$ cat src/rtl/wstat_pkg.sv
// Shared types for the write completion status block.
// Assumes: result codes are visible to software as a 2-bit value.
package wstat_pkg;
    typedef enum logic [1:0] {
        RES_NONE    = 2'd0,
        RES_PASS    = 2'd1,
        RES_FAIL    = 2'd2,
        RES_TIMEOUT = 2'd3
    } wres_e;

    typedef enum logic [1:0] {
        P_IDLE  = 2'd0,
        P_ISSUE = 2'd1,
        P_WAIT  = 2'd2
    } pstate_e;

    typedef enum logic [1:0] {
        PH_POLL  = 2'd0,
        PH_CONF1 = 2'd1,
        PH_CONF2 = 2'd2
    } phase_e;
endpackage

$ cat src/rtl/wstat_gen.sv
// Device-side status generator. It registers one byte per read strobe.
// A busy read yields a status byte: the polling bit, the toggle bit and
// zeros below them. An idle read yields the array data.
// Assumes: busy, op_erase and prog_top_bit are stable for the whole
// operation. Array data is valid in the cycle of the read strobe.
module wstat_gen #(
    parameter int DATA_W = 8
) (
    input  logic              clk,
    input  logic              rst_n,
    input  logic              rd_en,
    input  logic              busy,
    input  logic              op_erase,
    input  logic              prog_top_bit,
    input  logic [DATA_W-1:0] arr_data,
    output logic [DATA_W-1:0] rd_data,
    output logic              rd_valid
);
    localparam int POLL_BIT = DATA_W - 1;
    localparam int TOG_BIT  = DATA_W - 2;

    logic              tog_q;
    logic [DATA_W-1:0] status;

    // Build the status byte shown while an operation is running.
    always_comb begin
        status           = '0;
        status[POLL_BIT] = op_erase ? 1'b0 : ~prog_top_bit;
        status[TOG_BIT]  = tog_q;
    end

    // Capture the read result and advance the toggle on busy reads only.
    always_ff @(posedge clk) begin
        if (!rst_n) begin
            rd_data  <= '0;
            rd_valid <= 1'b0;
            tog_q    <= 1'b0;
        end else begin
            rd_valid <= rd_en;
            if (rd_en) begin
                if (busy) begin
                    rd_data <= status;
                    tog_q   <= ~tog_q;
                end else begin
                    rd_data <= arr_data;
                end
            end
        end
    end


    idle_read_chk: assert property (@(posedge clk) disable iff (!rst_n)
        (rd_en && !busy) |=> (rd_data == $past(arr_data)));

    prog_poll_chk: assert property (@(posedge clk) disable iff (!rst_n)
        (rd_en && busy && !op_erase) |=> (rd_data[POLL_BIT] == !$past(prog_top_bit)));

    erase_poll_chk: assert property (@(posedge clk) disable iff (!rst_n)
        (rd_en && busy && op_erase) |=> (rd_data[POLL_BIT] == 1'b0));

    low_zero_chk: assert property (@(posedge clk) disable iff (!rst_n)
        (rd_en && busy) |=> (rd_data[TOG_BIT-1:0] == '0));

    valid_follow_chk: assert property (@(posedge clk) disable iff (!rst_n)
        !rd_en |=> (!rd_valid && $stable(rd_data)));
endmodule

$ cat src/rtl/wstat_poll.sv
// Host-side completion poller. After start it issues poll reads until the
// polling bit matches the expected byte, then confirms with two full-byte
// reads, because completion may land on a status read. It reports pass,
// fail or timeout.
// Assumes: each read it requests returns rd_valid in the next cycle.
module wstat_poll
    import wstat_pkg::*;
#(
    parameter int DATA_W    = 8,
    parameter int MAX_POLLS = 32
) (
    input  logic              clk,
    input  logic              rst_n,
    input  logic              start,
    input  logic [DATA_W-1:0] exp_byte,
    input  logic              rd_valid,
    input  logic [DATA_W-1:0] rd_data,
    output logic              rd_req,
    output logic              active,
    output logic              done,
    output wres_e             result
);
    localparam int POLL_BIT = DATA_W - 1;
    localparam int CNT_W    = (MAX_POLLS > 1) ? $clog2(MAX_POLLS) : 1;
    localparam logic [CNT_W-1:0] LAST_POLL = CNT_W'(MAX_POLLS - 1);

    pstate_e           state;
    phase_e            phase;
    logic [CNT_W-1:0]  poll_cnt;
    logic [DATA_W-1:0] exp_q;
    logic              bit_match;
    logic              byte_match;

    // Compare the returned byte with the latched expectation.
    always_comb begin
        bit_match  = (rd_data[POLL_BIT] == exp_q[POLL_BIT]);
        byte_match = (rd_data == exp_q);
        rd_req     = (state == P_ISSUE);
        active     = (state != P_IDLE);
    end

    // Sequence poll reads, confirmation reads and the final verdict.
    always_ff @(posedge clk) begin
        if (!rst_n) begin
            state    <= P_IDLE;
            phase    <= PH_POLL;
            poll_cnt <= '0;
            exp_q    <= '0;
            done     <= 1'b0;
            result   <= RES_NONE;
        end else begin
            done <= 1'b0;
            case (state)
                P_IDLE: if (start) begin
                    exp_q    <= exp_byte;
                    poll_cnt <= '0;
                    phase    <= PH_POLL;
                    state    <= P_ISSUE;
                end
                P_ISSUE: state <= P_WAIT;
                P_WAIT: if (rd_valid) begin
                    case (phase)
                        PH_POLL: begin
                            if (bit_match) begin
                                phase <= PH_CONF1;
                                state <= P_ISSUE;
                            end else if (poll_cnt == LAST_POLL) begin
                                done   <= 1'b1;
                                result <= RES_TIMEOUT;
                                state  <= P_IDLE;
                            end else begin
                                poll_cnt <= poll_cnt + 1'b1;
                                state    <= P_ISSUE;
                            end
                        end
                        PH_CONF1: begin
                            if (byte_match) begin
                                phase <= PH_CONF2;
                                state <= P_ISSUE;
                            end else begin
                                done   <= 1'b1;
                                result <= RES_FAIL;
                                state  <= P_IDLE;
                            end
                        end
                        default: begin
                            done   <= 1'b1;
                            result <= byte_match ? RES_PASS : RES_FAIL;
                            state  <= P_IDLE;
                        end
                    endcase
                end
                default: state <= P_IDLE;
            endcase
        end
    end


    done_pulse_chk: assert property (@(posedge clk) disable iff (!rst_n)
        done |=> !done);

    pass_data_chk: assert property (@(posedge clk) disable iff (!rst_n)
        (done && result == RES_PASS) |-> ($past(rd_data) == exp_q));

    timeout_count_chk: assert property (@(posedge clk) disable iff (!rst_n)
        (done && result == RES_TIMEOUT) |-> (poll_cnt == LAST_POLL));

    wait_valid_chk: assert property (@(posedge clk) disable iff (!rst_n)
        (state == P_WAIT) |-> rd_valid);

    single_req_chk: assert property (@(posedge clk) disable iff (!rst_n)
        rd_req |=> !rd_req);
endmodule

$ cat src/rtl/wstat_top.sv
// Top of the write completion status block. It joins the status
// generator with the host poller, and host reads and poller reads share
// the one read strobe.
// Assumes: a host read and a poller read in the same cycle count as a
// single read.
module wstat_top
    import wstat_pkg::*;
#(
    parameter int DATA_W    = 8,
    parameter int MAX_POLLS = 32
) (
    input  logic              clk,
    input  logic              rst_n,
    input  logic              host_rd,
    input  logic              busy,
    input  logic              op_erase,
    input  logic              prog_top_bit,
    input  logic [DATA_W-1:0] arr_data,
    output logic [DATA_W-1:0] bus_data,
    output logic              bus_valid,
    input  logic              poll_start,
    input  logic [DATA_W-1:0] poll_exp,
    output logic              poll_active,
    output logic              poll_done,
    output logic [1:0]        poll_result
);
    logic  poll_req;
    logic  rd_en;
    wres_e res;

    // Merge the host and poller read strobes.
    always_comb begin
        rd_en       = host_rd | poll_req;
        poll_result = res;
    end

    wstat_gen #(.DATA_W(DATA_W)) u_gen (
        .clk          (clk),
        .rst_n        (rst_n),
        .rd_en        (rd_en),
        .busy         (busy),
        .op_erase     (op_erase),
        .prog_top_bit (prog_top_bit),
        .arr_data     (arr_data),
        .rd_data      (bus_data),
        .rd_valid     (bus_valid)
    );

    wstat_poll #(.DATA_W(DATA_W), .MAX_POLLS(MAX_POLLS)) u_poll (
        .clk      (clk),
        .rst_n    (rst_n),
        .start    (poll_start),
        .exp_byte (poll_exp),
        .rd_valid (bus_valid),
        .rd_data  (bus_data),
        .rd_req   (poll_req),
        .active   (poll_active),
        .done     (poll_done),
        .result   (res)
    );
endmodule

$ cat config.mk
export PLATFORM = sky130hd
export DESIGN_NAME = wstat_top
export DESIGN_NICKNAME = d
export VERILOG_FILES = /design/src/rtl/wstat_pkg.sv /design/src/rtl/wstat_gen.sv /design/src/rtl/wstat_poll.sv /design/src/rtl/wstat_top.sv
export SDC_FILE = /design/constraint.sdc
export NUM_CORES = 1
export LEC_CHECK = 0
export BUFFER_PORTS_ARGS = -buffer_cell sky130_fd_sc_hd__buf_2
export CAP_MARGIN = 20
export CORE_ASPECT_RATIO = 1.75
export CORE_MARGIN = 1.5
export CORE_UTILIZATION = 30
export CTS_CLUSTER_DIAMETER = 80
export DETAILED_ROUTE_END_ITERATION = 8
export GPL_ROUTABILITY_DRIVEN = 0
export PLACE_DENSITY = 0.47
export SLEW_MARGIN = 20
export SYNTH_ARGS = -nofsm -noshare
export SYNTH_HDL_FRONTEND = slang
export SYNTH_SLANG_ARGS = --single-unit
$ cat constraint.sdc
create_clock -name clk -period 3.1 [get_ports clk]
set_input_delay 0.62 -clock clk [delete_from_list [all_inputs] [get_ports clk]]
set_output_delay 0.62 -clock clk [all_outputs]
set_load 0.02 [all_outputs]
==> metrics.cfg <==
[outcome]
outcome=finished clean

[timing]
fin_worst_skew_ns=0.00370
hold_ws_ns=0.468
rsz0062_at_grt=no
slew_headroom=0.555
finalMaxSlewViolations=0
setup_tns_ns=0
tightest_slew_ns=0.664
period_minus_slack_ns=1.89
setup_viol=0
hold_viol=0
setup_ws_ns=1.21
fmax_ghz=0.530
fin_crit_sh=0.609

[clocking]
post_cts_buffers=0
cts_made_buffers=5
cts_tree=yes
cts.root.buffer_cell=clkbuf_8
ctsHtreeMaxLevel=2
cts.sinks=30
cts_hold_buf=0
clk_latency_ns=0.27
cts_buffer_depth=2
clk_pin_slew_worst_paths_ns=0.06
postCtsResizedCells=0

[power]
power.switching_mw=0.270
p_int_mw=0.649
power_density_nw_per_um2=532
combPwrFrac=0.178
peakVddDrop_mv=0.342
leakagePower_nw=0.766
p_clk_frac=0.350
power.share.sequential=0.472
p_sw_frac=0.294

[worst_hold_path]
hp-start=u_poll.exp_q[1]
holdCritPathClass=reg2reg
min_to=u_poll.exp_q[1]
hold_depth=2

[route]
drt_first_pass_iters=4
viasPerCell=5.01
routedWlPerCell_um=13.8
vias=1272
drc_errors=0
antenna_left=0
finalWirelength_mm=3.50
first_iter_violations=18

[layout]
multi_input_area_um2=783
utilization=0.373
drive_gt1_frac=0.282
nNetsFinal=226
fill_cells=510
diodes=0
ff_latch_area_um2=601
synthToLayoutAreaGrowth_pct=20.8

[yosys]
synth-simple-area-share=0.285
synth.distinct_cells=44
async_flop_share=0
synth_xor_area_frac=0.0665
synth_fa_ha_area_frac=0.0175
synth_area_um2=1430
seq_area_frac_synth=0.420
synth_top_area_share=0.420
synth_top_area_cell=dfxtp_1
yosysMostFrequentCell=dfxtp_1
muxShareOfSynthArea=0.0359
synth_common_cells=30 x dfxtp_1, 27 x nand2_1, 17 x a21oi_1, 17 x nor2_1, 9 x xor2_1
yosys_warnings=0
synth-main-ff-cell=dfxtp_1
ys_seq_elements=30
synth_top_family_by_area=simple AND/OR/NAND/NOR gates
synth_area_leaders=dfxtp_1 42%, nand2_1 7.1%, a21oi_1 6.0%, xor2_1 5.5%, nor2_1 4.5%
synth.net_count=192
synth-compound-area-share=0.143
syn_inst=167
synth-edff-count=0
syn_avg_cell_area_um2=8.56

[worst_setup_path]
crit_required_ns=3.31
ff2ff_setup_slack_ns=1.21
r2r_cells=7
critPathArrivalTime_ns=2.10
reg2reg_to=u_poll.poll_cnt[3]
end_kind=flop
start_kind=flop
path_class=reg2reg
cp_max_fo=5
r2r_start=u_poll.poll_cnt[0]

[placed_design]
dp_hpwl_mm=2.69
portBuffers=35
dp_slack_ns=1.22

[flow_run]
drv_cap=0

[grt]
grt-ovfl-total=0
first_global_vias=1343
grt_usage=0.158
grt_pass1_wl_mm=5.93
antenna_found_initial=0
grt_max_degree=29

[die]
fp.dieH_um=94.3
initial_utilization=0.309
core_area_um2=4620
fp.dieW_um=55.2
rows=33
dieArea_um2=5200
pin_count=36

cell type report:
type / instances / share of cell area
clock inverters: 1 / 0.00290
multi-input cells: 126 / 0.454
clock buffers: 7 / 0.0500
repair buffers: 35 / 0.101
inverters: 3 / 0.00652
well taps: 52 / 0.0377
flip-flops and latches: 30 / 0.348
flip-flops by register name, indices dropped and copies added, names as in the netlist:
signal,flops
u_poll.done,1
u_poll.poll_cnt,5
u_gen.tog_q,1
u_poll.result,2
u_poll.exp_q,8
u_poll.state,2
u_gen.rd_valid,1
u_gen.rd_data,8
u_poll.phase,2
critical path, cell delays in order, from the launching register on:
cell and delay [ns]:
dfxtp_1 0.33, ha_1 0.22, and3_1 0.19, ha_1 0.21, nor3_2 0.23, nand3_4 0.14
or3_1 0.36, a21oi_1 0.14
power groups by stage:
stage	logic [mW]	clock network, mW	registers, mW
after floorplan	0.107	0	0.445
after global placement	0.163	0	0.442
after detailed placement	0.166	0	0.442
after CTS	0.167	0.333	0.434
after global routing	0.183	0.349	0.437
final	0.163	0.322	0.433
metrics by stage:
stage	power, mW	std cells	instance area (µm²)
4_1_cts	0.934	254	1730
5_1_grt	0.968	254	1730
6_report	0.919	254	1730
2_1_floorplan	0.552	167	1430
3_5_place_dp	0.609	246	1640
3_3_place_gp	0.605	246	1640
layer usage:
| layer | global-route usage | routed length (µm) | vias to the layer above |
|---|---|---|---|
| li1 | - | - | 648 |
| met1 | 0.166 | 1360 | 585 |
| met2 | 0.282 | 1930 | 31 |
| met3 | 0.0366 | 121 | 8 |
| met4 | 0.0711 | 81 | 0 |
| met5 | 0 | 0 | - |
cell usage in the layout (no fill, tap or decap), types with 2 or more instances in the layout:
cell / n
nor3_1: 2
buf_2: 35
clkbuf_8: 6
o21ai_0: 3
a211o_2: 2
nand2b_1: 2
a31oi_1: 2
inv_1: 2
nand2_1: 27
xor2_1: 9
nand3b_1: 8
or2_2: 2
dfxtp_1: 30
a21oi_1: 17
nor4_2: 2
nand4_1: 2
nor2_1: 17
a211oi_1: 3
mux2i_1: 4
ha_1: 2
nand3_1: 2
how the worst max path moves through the flow:
stage               cells past startpoint          startpoint            endpoint  slack [ns]
global placement                        5          poll_start  u_poll.poll_cnt[1]        1.25
CTS                                     7  u_poll.poll_cnt[0]  u_poll.poll_cnt[3]        1.22
detailed placement                      7  u_poll.poll_cnt[0]  u_poll.poll_cnt[3]        1.22
global route                            7  u_poll.poll_cnt[0]  u_poll.poll_cnt[3]        1.04
floorplan                               7  u_poll.poll_cnt[0]  u_poll.poll_cnt[3]        1.35
finish                                  7  u_poll.poll_cnt[0]  u_poll.poll_cnt[3]        1.21
cell families after synthesis:
logic type / count (synthesis)
fa+ha+maj: 2
xor+xnor: 10
mux: 5
buf+inv: 11
flops: 30
simple gates: 76
compound gates: 33
(Power assumes the default switching activity.)
